==> config.mk <==
export PLATFORM = sky130hd
export DESIGN_NAME = sbuf_host_slave
export DESIGN_NICKNAME = d
export VERILOG_FILES = /design/src/rtl/sbuf_pkg.sv /design/src/rtl/sbuf_ring.sv /design/src/rtl/sbuf_bus_decode.sv /design/src/rtl/sbuf_irq.sv /design/src/rtl/sbuf_host_slave.sv
export SDC_FILE = /design/constraint.sdc
export NUM_CORES = 1
export LEC_CHECK = 0
export ABC_AREA = 1
export BUFFER_PORTS_ARGS = -buffer_cell sky130_fd_sc_hd__buf_2
export CAP_MARGIN = 40
export CORE_MARGIN = 1.5
export CORE_UTILIZATION = 50
export CTS_BUF_LIST = sky130_fd_sc_hd__clkbuf_8
export CTS_CLUSTER_SIZE = 24
export DETAILED_ROUTE_END_ITERATION = 7
export GPL_TIMING_DRIVEN = 1
export PLACE_DENSITY = 0.7
export SYNTH_ARGS = -nofsm -noshare
export SYNTH_HDL_FRONTEND = slang
export SYNTH_HIERARCHICAL = 1
export SYNTH_SLANG_ARGS = --single-unit
==> constraint.sdc <==
create_clock -name clk -period 5.71 [get_ports clk]
set_input_delay 0.8565 -clock clk [delete_from_list [all_inputs] [get_ports clk]]
set_output_delay 0.8565 -clock clk [all_outputs]
set_load 0.02 [all_outputs]
==> src/rtl/sbuf_pkg.sv <==
package sbuf_pkg;
   // word addresses of the host-visible map
   localparam int unsigned ADR_LEVELS = 0;
   localparam int unsigned ADR_FLAGS  = 1;
   localparam int unsigned ADR_MARKS  = 2;
   localparam int unsigned ADR_ENABLE = 3;
   localparam int unsigned ADR_POP    = 4;
   localparam int unsigned ADR_PUSH   = 5;
   // flag bit positions
   localparam int unsigned FLG_CAP_LOST  = 0;
   localparam int unsigned FLG_CAP_EMPTY = 1;
   localparam int unsigned FLG_STIM_LOST = 2;
   // second field of the levels and marks words starts here
   localparam int unsigned HI_FIELD = 8;
endpackage

==> src/rtl/sbuf_ring.sv <==
module sbuf_ring #(
   parameter int unsigned W     = 16,
   parameter int unsigned DEPTH = 16,
   parameter int unsigned CNT_W = 5
) (
   input  logic             clk,
   input  logic             rst_n,
   input  logic             push,
   input  logic [W-1:0]     push_data,
   input  logic             pop,
   output logic [W-1:0]     head,
   output logic [CNT_W-1:0] level,
   output logic             full,
   output logic             empty
);
   localparam int unsigned PTR_W = CNT_W - 1;

   logic [W-1:0]     mem [DEPTH];
   logic [PTR_W-1:0] wptr, rptr;
   logic             push_ok, pop_ok;

   assign full    = (level == CNT_W'(DEPTH));
   assign empty   = (level == '0);
   assign push_ok = push & ~full;
   assign pop_ok  = pop & ~empty;
   assign head    = mem[rptr];

   always_ff @(posedge clk) begin
      if (push_ok) mem[wptr] <= push_data;
   end

   always_ff @(posedge clk or negedge rst_n) begin
      if (!rst_n) begin
         wptr  <= '0;
         rptr  <= '0;
         level <= '0;
      end else begin
         if (push_ok) wptr <= wptr + 1'b1;
         if (pop_ok)  rptr <= rptr + 1'b1;
         case ({push_ok, pop_ok})
            2'b10:   level <= level + 1'b1;
            2'b01:   level <= level - 1'b1;
            default: level <= level;
         endcase
      end
   end
endmodule

==> src/rtl/sbuf_bus_decode.sv <==
module sbuf_bus_decode (
   input  logic clk,
   input  logic rst_n,
   input  logic cs_n,
   input  logic rd_n,
   input  logic wr_n,
   output logic rd_start,
   output logic wr_start
);
   logic rd_act, wr_act, rd_act_q, wr_act_q;

   assign rd_act   = ~cs_n & ~rd_n;
   assign wr_act   = ~cs_n & ~wr_n;
   assign rd_start = rd_act & ~rd_act_q;
   assign wr_start = wr_act & ~wr_act_q;

   always_ff @(posedge clk or negedge rst_n) begin
      if (!rst_n) begin
         rd_act_q <= 1'b0;
         wr_act_q <= 1'b0;
      end else begin
         rd_act_q <= rd_act;
         wr_act_q <= wr_act;
      end
   end
endmodule

==> src/rtl/sbuf_irq.sv <==
module sbuf_irq #(
   parameter int unsigned CNT_W   = 5,
   parameter bit          IRQ_REG = 1'b1
) (
   input  logic             clk,
   input  logic             rst_n,
   input  logic [1:0]       enable,
   input  logic [CNT_W-1:0] cap_level,
   input  logic [CNT_W-1:0] cap_mark,
   input  logic [CNT_W-1:0] stim_level,
   input  logic [CNT_W-1:0] stim_mark,
   output logic             irq
);
   logic cond;

   assign cond = (enable[0] & (cap_level >= cap_mark)) |
                 (enable[1] & (stim_level < stim_mark));

   generate
      if (IRQ_REG) begin : g_reg
         always_ff @(posedge clk or negedge rst_n) begin
            if (!rst_n) irq <= 1'b0;
            else        irq <= cond;
         end
      end else begin : g_comb
         assign irq = cond;
      end
   endgenerate
endmodule

==> src/rtl/sbuf_host_slave.sv <==
module sbuf_host_slave
   import sbuf_pkg::*;
#(
   parameter int unsigned ADDR_W  = 3,
   parameter int unsigned DATA_W  = 16,
   parameter int unsigned DEPTH   = 16,
   parameter bit          IRQ_REG = 1'b1
) (
   input  logic              clk,
   input  logic              rst_n,
   input  logic              bus_cs_n,
   input  logic              bus_rd_n,
   input  logic              bus_wr_n,
   input  logic [ADDR_W-1:0] bus_addr,
   input  logic [DATA_W-1:0] bus_wdata,
   output logic [DATA_W-1:0] bus_rdata,
   input  logic              cap_valid,
   input  logic [DATA_W-1:0] cap_data,
   input  logic              stim_ready,
   output logic              stim_valid,
   output logic [DATA_W-1:0] stim_data,
   output logic              irq
);
   localparam int unsigned CNT_W = $clog2(DEPTH) + 1;

   generate
      if (DEPTH < 2 || (DEPTH & (DEPTH - 1)) != 0) begin : g_bad_depth
         $error("sbuf_host_slave: DEPTH must be a power of two, at least 2");
      end
      if (CNT_W > HI_FIELD) begin : g_bad_cnt
         $error("sbuf_host_slave: level field wider than its slot");
      end
      if (DATA_W < 2 * HI_FIELD) begin : g_bad_data
         $error("sbuf_host_slave: DATA_W must hold both level fields");
      end
      if (ADDR_W < 3) begin : g_bad_addr
         $error("sbuf_host_slave: ADDR_W too small for the map");
      end
   endgenerate

   logic              rd_start, wr_start;
   logic              sel_levels, sel_flags, sel_marks, sel_enable, sel_pop, sel_push;
   logic [CNT_W-1:0]  adc_level, dac_level;
   logic              cap_full, cap_empty, stim_full, stim_empty;
   logic [DATA_W-1:0] cap_head;
   logic              cap_pop, stim_push;
   logic              flag_adc_ovf, flag_adc_unf, flag_dac_ovf;
   logic [CNT_W-1:0]  thr_adc, thr_dac;
   logic [1:0]        ctrl_irq_en;
   logic [DATA_W-1:0] levels_word, flags_word, marks_word, enable_word;

   sbuf_bus_decode u_dec (
      .clk(clk), .rst_n(rst_n), .cs_n(bus_cs_n), .rd_n(bus_rd_n), .wr_n(bus_wr_n),
      .rd_start(rd_start), .wr_start(wr_start)
   );

   assign sel_levels = (bus_addr == ADDR_W'(ADR_LEVELS));
   assign sel_flags  = (bus_addr == ADDR_W'(ADR_FLAGS));
   assign sel_marks  = (bus_addr == ADDR_W'(ADR_MARKS));
   assign sel_enable = (bus_addr == ADDR_W'(ADR_ENABLE));
   assign sel_pop    = (bus_addr == ADDR_W'(ADR_POP));
   assign sel_push   = (bus_addr == ADDR_W'(ADR_PUSH));

   assign cap_pop   = rd_start & sel_pop;
   assign stim_push = wr_start & sel_push;

   sbuf_ring #(.W(DATA_W), .DEPTH(DEPTH), .CNT_W(CNT_W)) u_cap (
      .clk(clk), .rst_n(rst_n),
      .push(cap_valid), .push_data(cap_data), .pop(cap_pop),
      .head(cap_head), .level(adc_level), .full(cap_full), .empty(cap_empty)
   );

   sbuf_ring #(.W(DATA_W), .DEPTH(DEPTH), .CNT_W(CNT_W)) u_stim (
      .clk(clk), .rst_n(rst_n),
      .push(stim_push), .push_data(bus_wdata), .pop(stim_ready),
      .head(stim_data), .level(dac_level), .full(stim_full), .empty(stim_empty)
   );

   assign stim_valid = ~stim_empty;

   // configuration registers
   always_ff @(posedge clk or negedge rst_n) begin
      if (!rst_n) begin
         thr_adc     <= CNT_W'(DEPTH / 2);
         thr_dac     <= '0;
         ctrl_irq_en <= '0;
      end else if (wr_start) begin
         if (sel_marks) begin
            thr_adc <= bus_wdata[CNT_W-1:0];
            thr_dac <= bus_wdata[HI_FIELD +: CNT_W];
         end
         if (sel_enable) ctrl_irq_en <= bus_wdata[1:0];
      end
   end

   // sticky flags: a set in the same clock as a clear wins
   always_ff @(posedge clk or negedge rst_n) begin
      if (!rst_n) begin
         flag_adc_ovf <= 1'b0;
         flag_adc_unf <= 1'b0;
         flag_dac_ovf <= 1'b0;
      end else begin
         flag_adc_ovf <= (flag_adc_ovf & ~(wr_start & sel_flags & bus_wdata[FLG_CAP_LOST]))
                         | (cap_valid & cap_full);
         flag_adc_unf <= (flag_adc_unf & ~(wr_start & sel_flags & bus_wdata[FLG_CAP_EMPTY]))
                         | (cap_pop & cap_empty);
         flag_dac_ovf <= (flag_dac_ovf & ~(wr_start & sel_flags & bus_wdata[FLG_STIM_LOST]))
                         | (stim_push & stim_full);
      end
   end

   always_comb begin
      levels_word = '0;
      levels_word[CNT_W-1:0]        = adc_level;
      levels_word[HI_FIELD +: CNT_W] = dac_level;
      flags_word = '0;
      flags_word[FLG_CAP_LOST]  = flag_adc_ovf;
      flags_word[FLG_CAP_EMPTY] = flag_adc_unf;
      flags_word[FLG_STIM_LOST] = flag_dac_ovf;
      marks_word = '0;
      marks_word[CNT_W-1:0]        = thr_adc;
      marks_word[HI_FIELD +: CNT_W] = thr_dac;
      enable_word = '0;
      enable_word[1:0] = ctrl_irq_en;
   end

   // read data is captured once at the start of an access and held
   always_ff @(posedge clk or negedge rst_n) begin
      if (!rst_n) begin
         bus_rdata <= '0;
      end else if (rd_start) begin
         unique case (1'b1)
            sel_levels: bus_rdata <= levels_word;
            sel_flags:  bus_rdata <= flags_word;
            sel_marks:  bus_rdata <= marks_word;
            sel_enable: bus_rdata <= enable_word;
            sel_pop:    bus_rdata <= cap_empty ? '0 : cap_head;
            default:    bus_rdata <= '0;
         endcase
      end
   end

   sbuf_irq #(.CNT_W(CNT_W), .IRQ_REG(IRQ_REG)) u_irq (
      .clk(clk), .rst_n(rst_n), .enable(ctrl_irq_en),
      .cap_level(adc_level), .cap_mark(thr_adc),
      .stim_level(dac_level), .stim_mark(thr_dac),
      .irq(irq)
   );
endmodule

==> results of run 1 <==
synth_stat cells:
cell	n	area [µm²]
nand2_1	966	3626
edfxtp_1	512	15370
inv_1	266	998.5
nor2_1	242	908.4
nand3_1	230	1151
dfrtp_1	59	1476
buf_2	53	265.3
buf_4	28	210.2
ha_1	27	337.8
o21ai_0	24	120.1
nand4_1	19	118.9
clkbuf_1	14	52.55
xor2_1	10	87.58
inv_2	6	22.52
xnor2_1	6	52.55
buf_6	5	56.30
buf_1	4	15.01
nand2_2	4	25.02
a21oi_1	3	15.01
nor2_2	3	18.77
o21ai_1	3	15.01
fa_1	2	40.04
inv_4	2	12.51
nor2_4	2	22.52
or2_2	2	12.51
a211oi_1	1	7.510
dfstp_2	1	26.28
nor3_1	1	5.000
nor3_4	1	16.27
path summary, 6_finish.rpt:
kind	startpoint	to	slack [ns]	depth (start not counted)
max	u_stim/rptr[1]	stim_data[10]	2.00	9
min	rst_n	bus_rdata[12]	0.36	2
max reg2reg	u_cap/rptr[1]	bus_rdata[2]	2.66	12
min reg2reg	thr_adc[3]	thr_adc[3]	0.48	2
max in group asynchronous	rst_n	u_stim/rptr[0]	4.77	2
min in group clk	cap_valid	flag_adc_ovf	0.46	3
worst max-delay path, stage by stage, from the launching register on:
cell     delay [ns]
dfrtp_1        0.39
buf_4          0.38
nand2_1        0.18
inv_2          0.47
nand2_1        0.11
nor2_1         0.19
nor2_1         0.08
nand2_1        0.12
nand2_1        0.09
buf_2          0.17
area by class of cell:
class / count / share of cell area
repair buffers: 106 / 0.02520
diodes: 1 / 0.00008984
flip-flops and latches: 572 / 0.6062
multi-input cells: 1546 / 0.2391
clock buffers: 101 / 0.04991
clock inverters: 68 / 0.01253
well taps: 664 / 0.02983
inverters: 274 / 0.03711
layer usage:
metal	routed length, µm	share of wire
met1	25620	0.42
met4	1587	0.026
met5	25	0.00041
met2	29500	0.48
met3	4492	0.073
through the flow:
stage / cell area (µm²) / setup slack (ns)
after detailed placement: 26110 / 2.202
after global routing: 27850 / 1.845
final: 27850 / 2.000
after global placement: 25950 / 2.289
after CTS: 27850 / 1.976
after floorplan: 25090 / 2.713
where the power goes:
| part | switching (mW) | internal (mW) |
|---|---|---|
| registers | 0.294 | 4.88 |
| logic | 3.00 | 1.19 |
| clock network | 1.58 | 1.72 |
kinds of logic after synthesis:
logic type      Yosys count
buf+inv                 378
simple gates           1470
fa+ha+maj                29
compound gates           31
xor+xnor                 16
flops                   572
state kept, by name, summed over array words and instances, names as in the netlist:
signal	flops
u_stim/mem	256
thr_adc	5
bus_rdata	16
flag_adc_ovf	1
u_stim/level	5
u_dec/rd_act_q	1
u_stim/rptr	4
thr_dac	5
flag_dac_ovf	1
u_irq/irq	1
u_dec/wr_act_q	1
u_stim/wptr	4
u_cap/level	5
u_cap/rptr	4
ctrl_irq_en	2
u_cap/mem	256
u_cap/wptr	4
flag_adc_unf	1
==> flow_metrics.env, run 1 <==
export IMPL_first_iter_violations=1654
export IMPL_critical_path_endpoint_type="output pin"
export IMPL_routedWlPerCell_um=18.38
export IMPL_cts_tree="done"
export IMPL_cp_max_fo=35
export IMPL_antenna_found_initial=3
export IMPL_fin_util=0.5655
export IMPL_wl_um=61230
export IMPL_grt_max_degree=83
export IMPL_synth_area_mm2=0.02509
export IMPL_dp_cells=3162
export IMPL_postCtsSetupRepairBufs=0
export IMPL_n_fill_cell=4144
export IMPL_synthXorXnorAreaFrac=0.005585
export IMPL_clock_sinks=572
export IMPL_overflow=0
export IMPL_max_cap_violations=0
export IMPL_globalplace_congestion=0.9077
export IMPL_synthSimpleGateAreaFrac=0.2353
export IMPL_fin_crit_sh=0.6497
export IMPL_syn_avg_cell_area_um2=10.05
export IMPL_port_buffers=75
export IMPL_slew_headroom=0.4064
export IMPL_cts_buffers=92
export IMPL_dieArea_mm2=0.05153
export IMPL_hold_slack_ns=0.3572
export IMPL_power_leakage_nw=12.05
export IMPL_clk_transition_reported_paths_ns=0.06
export IMPL_ctsHtreeMaxLevel=3
export IMPL_path_class="reg -> out"
export IMPL_nets=2663
export IMPL_area_growth_pct=11.01
export IMPL_track_usage=0.2432
export IMPL_grt_use_met1=0.3247
export IMPL_synthMuxAreaShare=0
export IMPL_core_area_mm2=0.04925
export IMPL_num_vias=17560
export IMPL_ys_ff_latch=572
export IMPL_die_w_um=227.0
export IMPL_hold_violations=0
export IMPL_ant_nets=0
export IMPL_clk_insertion_delay_late_ns=0.67
export IMPL_final_cell_mix="nand2_1 (966), edfxtp_1 (512), inv_1 (295)"
export IMPL_fmaxAchievable_mhz=269.6
export IMPL_use_met3=0.04078
export IMPL_root_buffer="clkbuf_8"
export IMPL_total_power_mw=12.67
export IMPL_hpwl_um=38070
export IMPL_synth_compound_area_frac=0.006283
export IMPL_cp_arrival_ns=2.85
export IMPL_drv_slew=0
export IMPL_ys_types=29
export IMPL_use_met2=0.4062
export IMPL_grt_pass1_wl_um=94050
export IMPL_timing_setup_tns_ns=0
export IMPL_ios=76
export IMPL_power_density_mw_per_mm2=454.9
export IMPL_grt_pass1_vias=16830
export IMPL_chipHeight_um=227.0
export IMPL_top_usage_layer="met2"
export IMPL_fin_cells=3332
export IMPL_rsz0062_at_grt="no"
export IMPL_clock_path_buffers=3
export IMPL_num_rows=81
export IMPL_ir_worst_vdd_mv=0.3132
export IMPL_drive_gt1_frac=0.1061
export IMPL_worstMarginPinSlew_ns=0.8891
export IMPL_final_common_cell="nand2_1"
export IMPL_firstDrtPassIters=6
export IMPL_via_per_inst=5.270
export IMPL_multi_input_comb_area_mm2=0.006660
export IMPL_clock_skew_final_ns=0.02549
export IMPL_required_ns=4.85
export IMPL_syn_num_nets=2567
export IMPL_worstHoldPathType="in -> async"
export IMPL_period_needed_ns=3.710
export IMPL_yosysSeqAreaShare=0.6727
export IMPL_postSynthCellCount=2496
export IMPL_status="complete, no violations"
export IMPL_start_util=0.5094
export IMPL_cp_start_kind="flip-flop"
export IMPL_ctsResizeCount=0
export IMPL_remaining_drc_errors=0
export IMPL_synth_top_family_by_area="simple AND/OR/NAND/NOR gates"
export IMPL_cts_hold_buf=0
export IMPL_seq_area_mm2=0.01688
export IMPL_yosys_warnings=6
export IMPL_finalSetupViolations=0
export IMPL_synthAdderAreaFrac=0.01506
Note: power is estimated with default switching activity, not from simulation.
==> inputs of run 2 (changes only) <==
- PLACE_DENSITY: 0.7 -> 0.73
- clock period: 5.71 -> 2.99 ns (I/O delays scaled with it)
==> run 2 against run 1 <==
  * Sequential cell count is the same
  * Critical path depth is the same
  * Via count grew 1.5%
==> flow_metrics.env, run 2 (synthesized netlist as in run 1, its figures left out) <==
export IMPL_path_class="reg -> out"
export IMPL_antenna_found_initial=5
export IMPL_chipHeight_um=227.0
export IMPL_clk_transition_reported_paths_ns=0.06
export IMPL_remaining_drc_errors=0
export IMPL_overflow=0
export IMPL_root_buffer="clkbuf_8"
export IMPL_core_area_mm2=0.04925
export IMPL_grt_pass1_wl_um=96760
export IMPL_wl_um=62920
export IMPL_num_rows=81
export IMPL_worstHoldPathType="in -> reg"
export IMPL_finalSetupViolations=0
export IMPL_regToRegSetupSlack_ns=0.44
export IMPL_cp_startpoint="u_stim/rptr[0]"
export IMPL_cp_arrival_ns=2.49
export IMPL_worstMarginPinSlew_ns=0.9066
export IMPL_ant_nets=0
export IMPL_r2r_cells=14
export IMPL_period_needed_ns=2.934
export IMPL_status="complete, no violations"
export IMPL_n_fill_cell=4044
export IMPL_drive_gt1_frac=0.1197
export IMPL_slew_headroom=0.3910
export IMPL_hpwl_um=38070
export IMPL_power_density_mw_per_mm2=867.6
export IMPL_area_growth_pct=12.67
export IMPL_hold_slack_ns=0.03945
export IMPL_cp_start_kind="flip-flop"
export IMPL_fmaxAchievable_mhz=340.8
export IMPL_via_per_inst=5.270
export IMPL_required_ns=2.54
export IMPL_clock_skew_final_ns=0.03971
export IMPL_start_util=0.5094
export IMPL_clock_sinks=572
export IMPL_cp_max_fo=45
export IMPL_grt_max_degree=78
export IMPL_endpoint="stim_data[3]"
export IMPL_fin_util=0.5739
export IMPL_routedWlPerCell_um=18.61
export IMPL_cts_tree="done"
export IMPL_num_vias=17820
export IMPL_power_leakage_nw=12.31
export IMPL_drv_slew=0
export IMPL_globalplace_congestion=0.9080
export IMPL_grt_pass1_vias=17240
export IMPL_clk_insertion_delay_late_ns=0.69
export IMPL_hold_violations=0
export IMPL_clock_path_buffers=3
export IMPL_total_power_mw=24.53
export IMPL_timing_rr_start="u_cap/level[1]"
export IMPL_max_cap_violations=0
export IMPL_first_iter_violations=1903
export IMPL_nets=2713
export IMPL_port_buffers=75
export IMPL_ctsHtreeMaxLevel=3
export IMPL_placed_area_mm2=0.02644
export IMPL_fin_crit_sh=0.9812
export IMPL_final_common_cell="nand2_1"
export IMPL_worst_r2r_endpoint="u_cap/level[4]"
export IMPL_die_w_um=227.0
export IMPL_final_cell_mix="nand2_1 (966), edfxtp_1 (512), inv_1 (295)"
export IMPL_critical_path_endpoint_type="output pin"
export IMPL_firstDrtPassIters=7
export IMPL_fin_area_mm2=0.02827
export IMPL_track_usage=0.2491
export IMPL_cts_buffers=91
export IMPL_ios=76
export IMPL_ir_worst_vdd_mv=0.6402
export IMPL_dieArea_mm2=0.05153
export IMPL_biggestRegsByFlops="u_cap/mem: 256 flops, u_stim/mem: 256 flops, bus_rdata: 16 flops"
==> run 2: cell types whose count changed in the layout (fill, tap and decap cells not counted), sizes merged <==
cell,change
clkbuf,-2
dlygate4sd3,+2
clkinv,-1
buf,+48
bufbuf,+1
diode,+2
inv,-1
==> run 2: metal layers <==
| layer | up-vias | wire [µm] | track usage |
|---|---|---|---|
| li1 | 8347 | - | - |
| met1 | 8417 | 25830 | 0.3336 |
| met2 | 879 | 28990 | 0.3906 |
| met3 | 171 | 5490 | 0.05214 |
| met4 | 4 | 2575 | 0.1192 |
| met5 | - | 26 | 0 |
==> run 2: timing repair <==
item / CTS / global route
endpoints found under the hold margin: 21 / 0
setup buffers: 1 / 3
gates cloned: 1 / 0
resized for setup: 2 / 4
hold buffers: 2 / 0
endpoints found under the setup margin: 12 / 16
==> run 2: metrics by stage <==
stage          TNS [ns]  worst slack [ns]  instances
6_report              0           0.05612       3381
5_1_grt        -0.05304          -0.05304       3381
4_1_cts               0          0.005451       3375
3_5_place_dp          0            0.2589       3206
3_3_place_gp          0            0.3506       3206
2_1_floorplan         0            0.4007       2496
==> run 2: layout make-up <==
class / count / area, µm² / area share
inverters: 274 / 1046 / 0.03700
repair buffers: 157 / 1117 / 0.03952
multi-input cells: 1546 / 6660 / 0.2356
flip-flops and latches: 572 / 16880 / 0.5973
clock inverters: 66 / 360.3 / 0.01275
clock buffers: 99 / 1363 / 0.04820
diodes: 3 / 7.507 / 0.0002656
well taps: 664 / 830.8 / 0.02939
==> run 2: worst min path at each step <==
stage	startpoint	endpoint	slack (ns)	depth (start not counted)
5_1_grt	bus_rd_n	u_dec/rd_act_q	0.03	4
6_report	bus_wr_n	u_dec/wr_act_q	0.04	4
3_3_place_gp	rst_n	u_stim/rptr[3]	0.47	1
3_5_place_dp	rst_n	u_stim/rptr[0]	0.47	1
4_1_cts	bus_cs_n	u_dec/wr_act_q	0.001	4
2_1_floorplan	rst_n	bus_rdata[0]	0.15	0
==> run 2: where the power goes <==
| part | leakage, nW | switching, mW | internal, mW |
|---|---|---|---|
| logic | 5.94 | 5.91 | 2.52 |
| registers | 5.38 | 0.446 | 9.33 |
| clock network | 0.990 | 3.09 | 3.23 |
==> run 2: worst max-delay path, cell delays in order (launching register included) <==
cell	delay (ns)
dfrtp_4	0.59
clkinv_8	0.14
buf_12	0.24
nand2_1	0.09
nand3_1	0.09
nand2_1	0.05
nor2_1	0.20
nand2_1	0.10
nand2_1	0.12
buf_2	0.18
==> inputs of run 3 (changes only) <==
- PLACE_DENSITY: 0.73 -> 0.81
==> run 3 against run 2 <==
  * Sequential share of layout area rose by 0.24 points
  * Sequential cell count unchanged
  * Total power fell by 1.0%
  * Worst setup slack gained 0.064 ns
  * Critical endpoint is now stim_data[12]
  * Register-to-register slack gained 0.14 ns
  * Die area unchanged
  * Combinational power shrank 2.4%
  * Clock-buffer cell count shrank 4
  * Largest cell class unchanged
  * Clock power is 2% lower
==> flow_metrics.env, run 3 (synthesized netlist as in run 1, its figures left out) <==
export IMPL_grt_pass1_wl_um=93260
export IMPL_max_cap_violations=0
export IMPL_cp_arrival_ns=2.42
export IMPL_hpwl_um=36970
export IMPL_biggestRegsByFlops="u_cap/mem: 256 flops, u_stim/mem: 256 flops, bus_rdata: 16 flops"
export IMPL_slowest_stage="dfrtp_4"
export IMPL_drv_slew=0
export IMPL_setup_slack_ns=0.1202
export IMPL_ctsHtreeMaxLevel=3
export IMPL_placed_area_mm2=0.02631
export IMPL_cts_buffers=88
export IMPL_nets=2702
export IMPL_overflow=0
export IMPL_ir_worst_vdd_mv=0.5575
export IMPL_num_vias=17880
export IMPL_power_leakage_nw=12.22
export IMPL_start_util=0.5094
export IMPL_hold_start="bus_rd_n"
export IMPL_dpl_worst_slack_ns=0.3372
export IMPL_cp_max_fo=32
export IMPL_regToRegSetupSlack_ns=0.58
export IMPL_status="complete, no violations"
export IMPL_chipHeight_um=227.0
export IMPL_fin_util=0.5716
export IMPL_antenna_found_initial=8
export IMPL_period_needed_ns=2.870
export IMPL_slowest_delay_ns=0.54
export IMPL_clock_path_buffers=3
export IMPL_hold_violations=0
export IMPL_first_iter_violations=2243
export IMPL_timing_rr_start="u_stim/level[1]"
export IMPL_clock_sinks=572
export IMPL_via_per_inst=5.305
export IMPL_globalplace_congestion=0.8532
export IMPL_r2r_cells=11
export IMPL_area_growth_pct=12.21
export IMPL_worstMarginPinSlew_ns=0.6075
export IMPL_critical_path_endpoint_type="output pin"
export IMPL_fin_crit_sh=0.9598
export IMPL_die_w_um=227.0
export IMPL_clock_skew_final_ns=0.03383
export IMPL_final_common_cell="nand2_1"
export IMPL_grt_pass1_vias=17300
export IMPL_fin_area_mm2=0.02815
export IMPL_grt_max_degree=128
export IMPL_ant_nets=0
export IMPL_hold_depth=4
export IMPL_core_area_mm2=0.04925
export IMPL_power_density_mw_per_mm2=862.3
export IMPL_track_usage=0.2373
export IMPL_cp_common_cell="nand2_1"
export IMPL_num_rows=81
export IMPL_ios=76
export IMPL_n_fill_cell=3961
export IMPL_path_class="reg -> out"
export IMPL_slew_headroom=0.5937
export IMPL_clk_insertion_delay_late_ns=0.68
export IMPL_cp_start_kind="flip-flop"
export IMPL_finalSetupViolations=0
export IMPL_cts_tree="done"
export IMPL_worstHoldPathType="in -> reg"
export IMPL_hold_slack_ns=0.03009
export IMPL_port_buffers=75
export IMPL_clk_transition_reported_paths_ns=0.06
export IMPL_wl_um=60640
export IMPL_root_buffer="clkbuf_8"
export IMPL_crit_chain="clkinv_8 > buf_4 > nand2_1 > nand2_1 > nand2_1 > nand3_1 > nand2_1 > nand2_1 > buf_2"
export IMPL_remaining_drc_errors=0
export IMPL_drive_gt1_frac=0.1118
export IMPL_final_cell_mix="nand2_1 (966), edfxtp_1 (512), inv_1 (292)"
export IMPL_dieArea_mm2=0.05153
export IMPL_fmaxAchievable_mhz=348.5
export IMPL_cp_startpoint="u_stim/rptr[0]"
export IMPL_routedWlPerCell_um=17.99
export IMPL_required_ns=2.54
export IMPL_firstDrtPassIters=6
[run 3: cell count changes in the layout (fill, tap and decap cells not counted), sizes merged]
cell | before | now
inv | 303 | 300
diode | 3 | 5
buf | 154 | 146
clkinvlp | 1 | 5
bufinv | 2 | 3
clkinv | 34 | 32
bufbuf | 1 | 0
clkbuf | 99 | 96
[run 3: metrics by stage]
step / total power [mW] / instances / TNS (ns)
2_1_floorplan: 15.39 / 2496 / 0
3_3_place_gp: 17.60 / 3194 / 0
3_5_place_dp: 17.86 / 3195 / 0
4_1_cts: 24.07 / 3358 / 0
5_1_grt: 25.58 / 3368 / -0.002573
6_report: 24.28 / 3371 / 0
[run 3: critical path: cells and delay by family (launching register included)]
kind	cells	cell delay, ns
buf+inv	3	0.61
flops	1	0.54
simple gates	6	0.57
[run 3: per-layer routing]
| layer | vias to the layer above | global-route usage | wire length, µm |
|---|---|---|---|
| met3 | 164 | 0.05459 | 5574 |
| met5 | - | 0 | 49 |
| met4 | 8 | 0.1019 | 2096 |
| met2 | 924 | 0.3936 | 29380 |
| met1 | 8465 | 0.3002 | 23530 |
| li1 | 8321 | - | - |
[run 3: final timing paths]
path,to
max in group asynchronous,thr_adc[3]
min in group asynchronous,bus_rdata[7]
min,u_dec/rd_act_q
max,stim_data[12]
max reg2reg,u_stim/level[4]
min reg2reg,thr_adc[3]
[run 3: what timing repair did]
item,in CTS,in global routing
hold endpoints to repair,46,0
buffers inserted,0,6
resized for setup,2,9
hold buffers,2,0
endpoints found under the setup margin,7,15
pin swaps,0,1
gates cloned,0,1
[run 3: area by class of cell]
class | instances | area (µm²) | share of cell area
tap | 664 | 830.8 | 0.02951
timing repair buffer | 149 | 1066 | 0.03786
antenna | 5 | 12.51 | 0.0004444
clock buffer | 95 | 1308 | 0.04644
clock inverter | 66 | 374.1 | 0.01329
multi-input combinational | 1546 | 6630 | 0.2355
sequential | 572 | 16880 | 0.5997
inverter | 274 | 1049 | 0.03724
[run 3: power breakdown]
part,switching [mW],leakage [nW],internal (mW)
combinational,5.77,5.90,2.46
clock,3.01,0.941,3.20
sequential,0.508,5.38,9.33
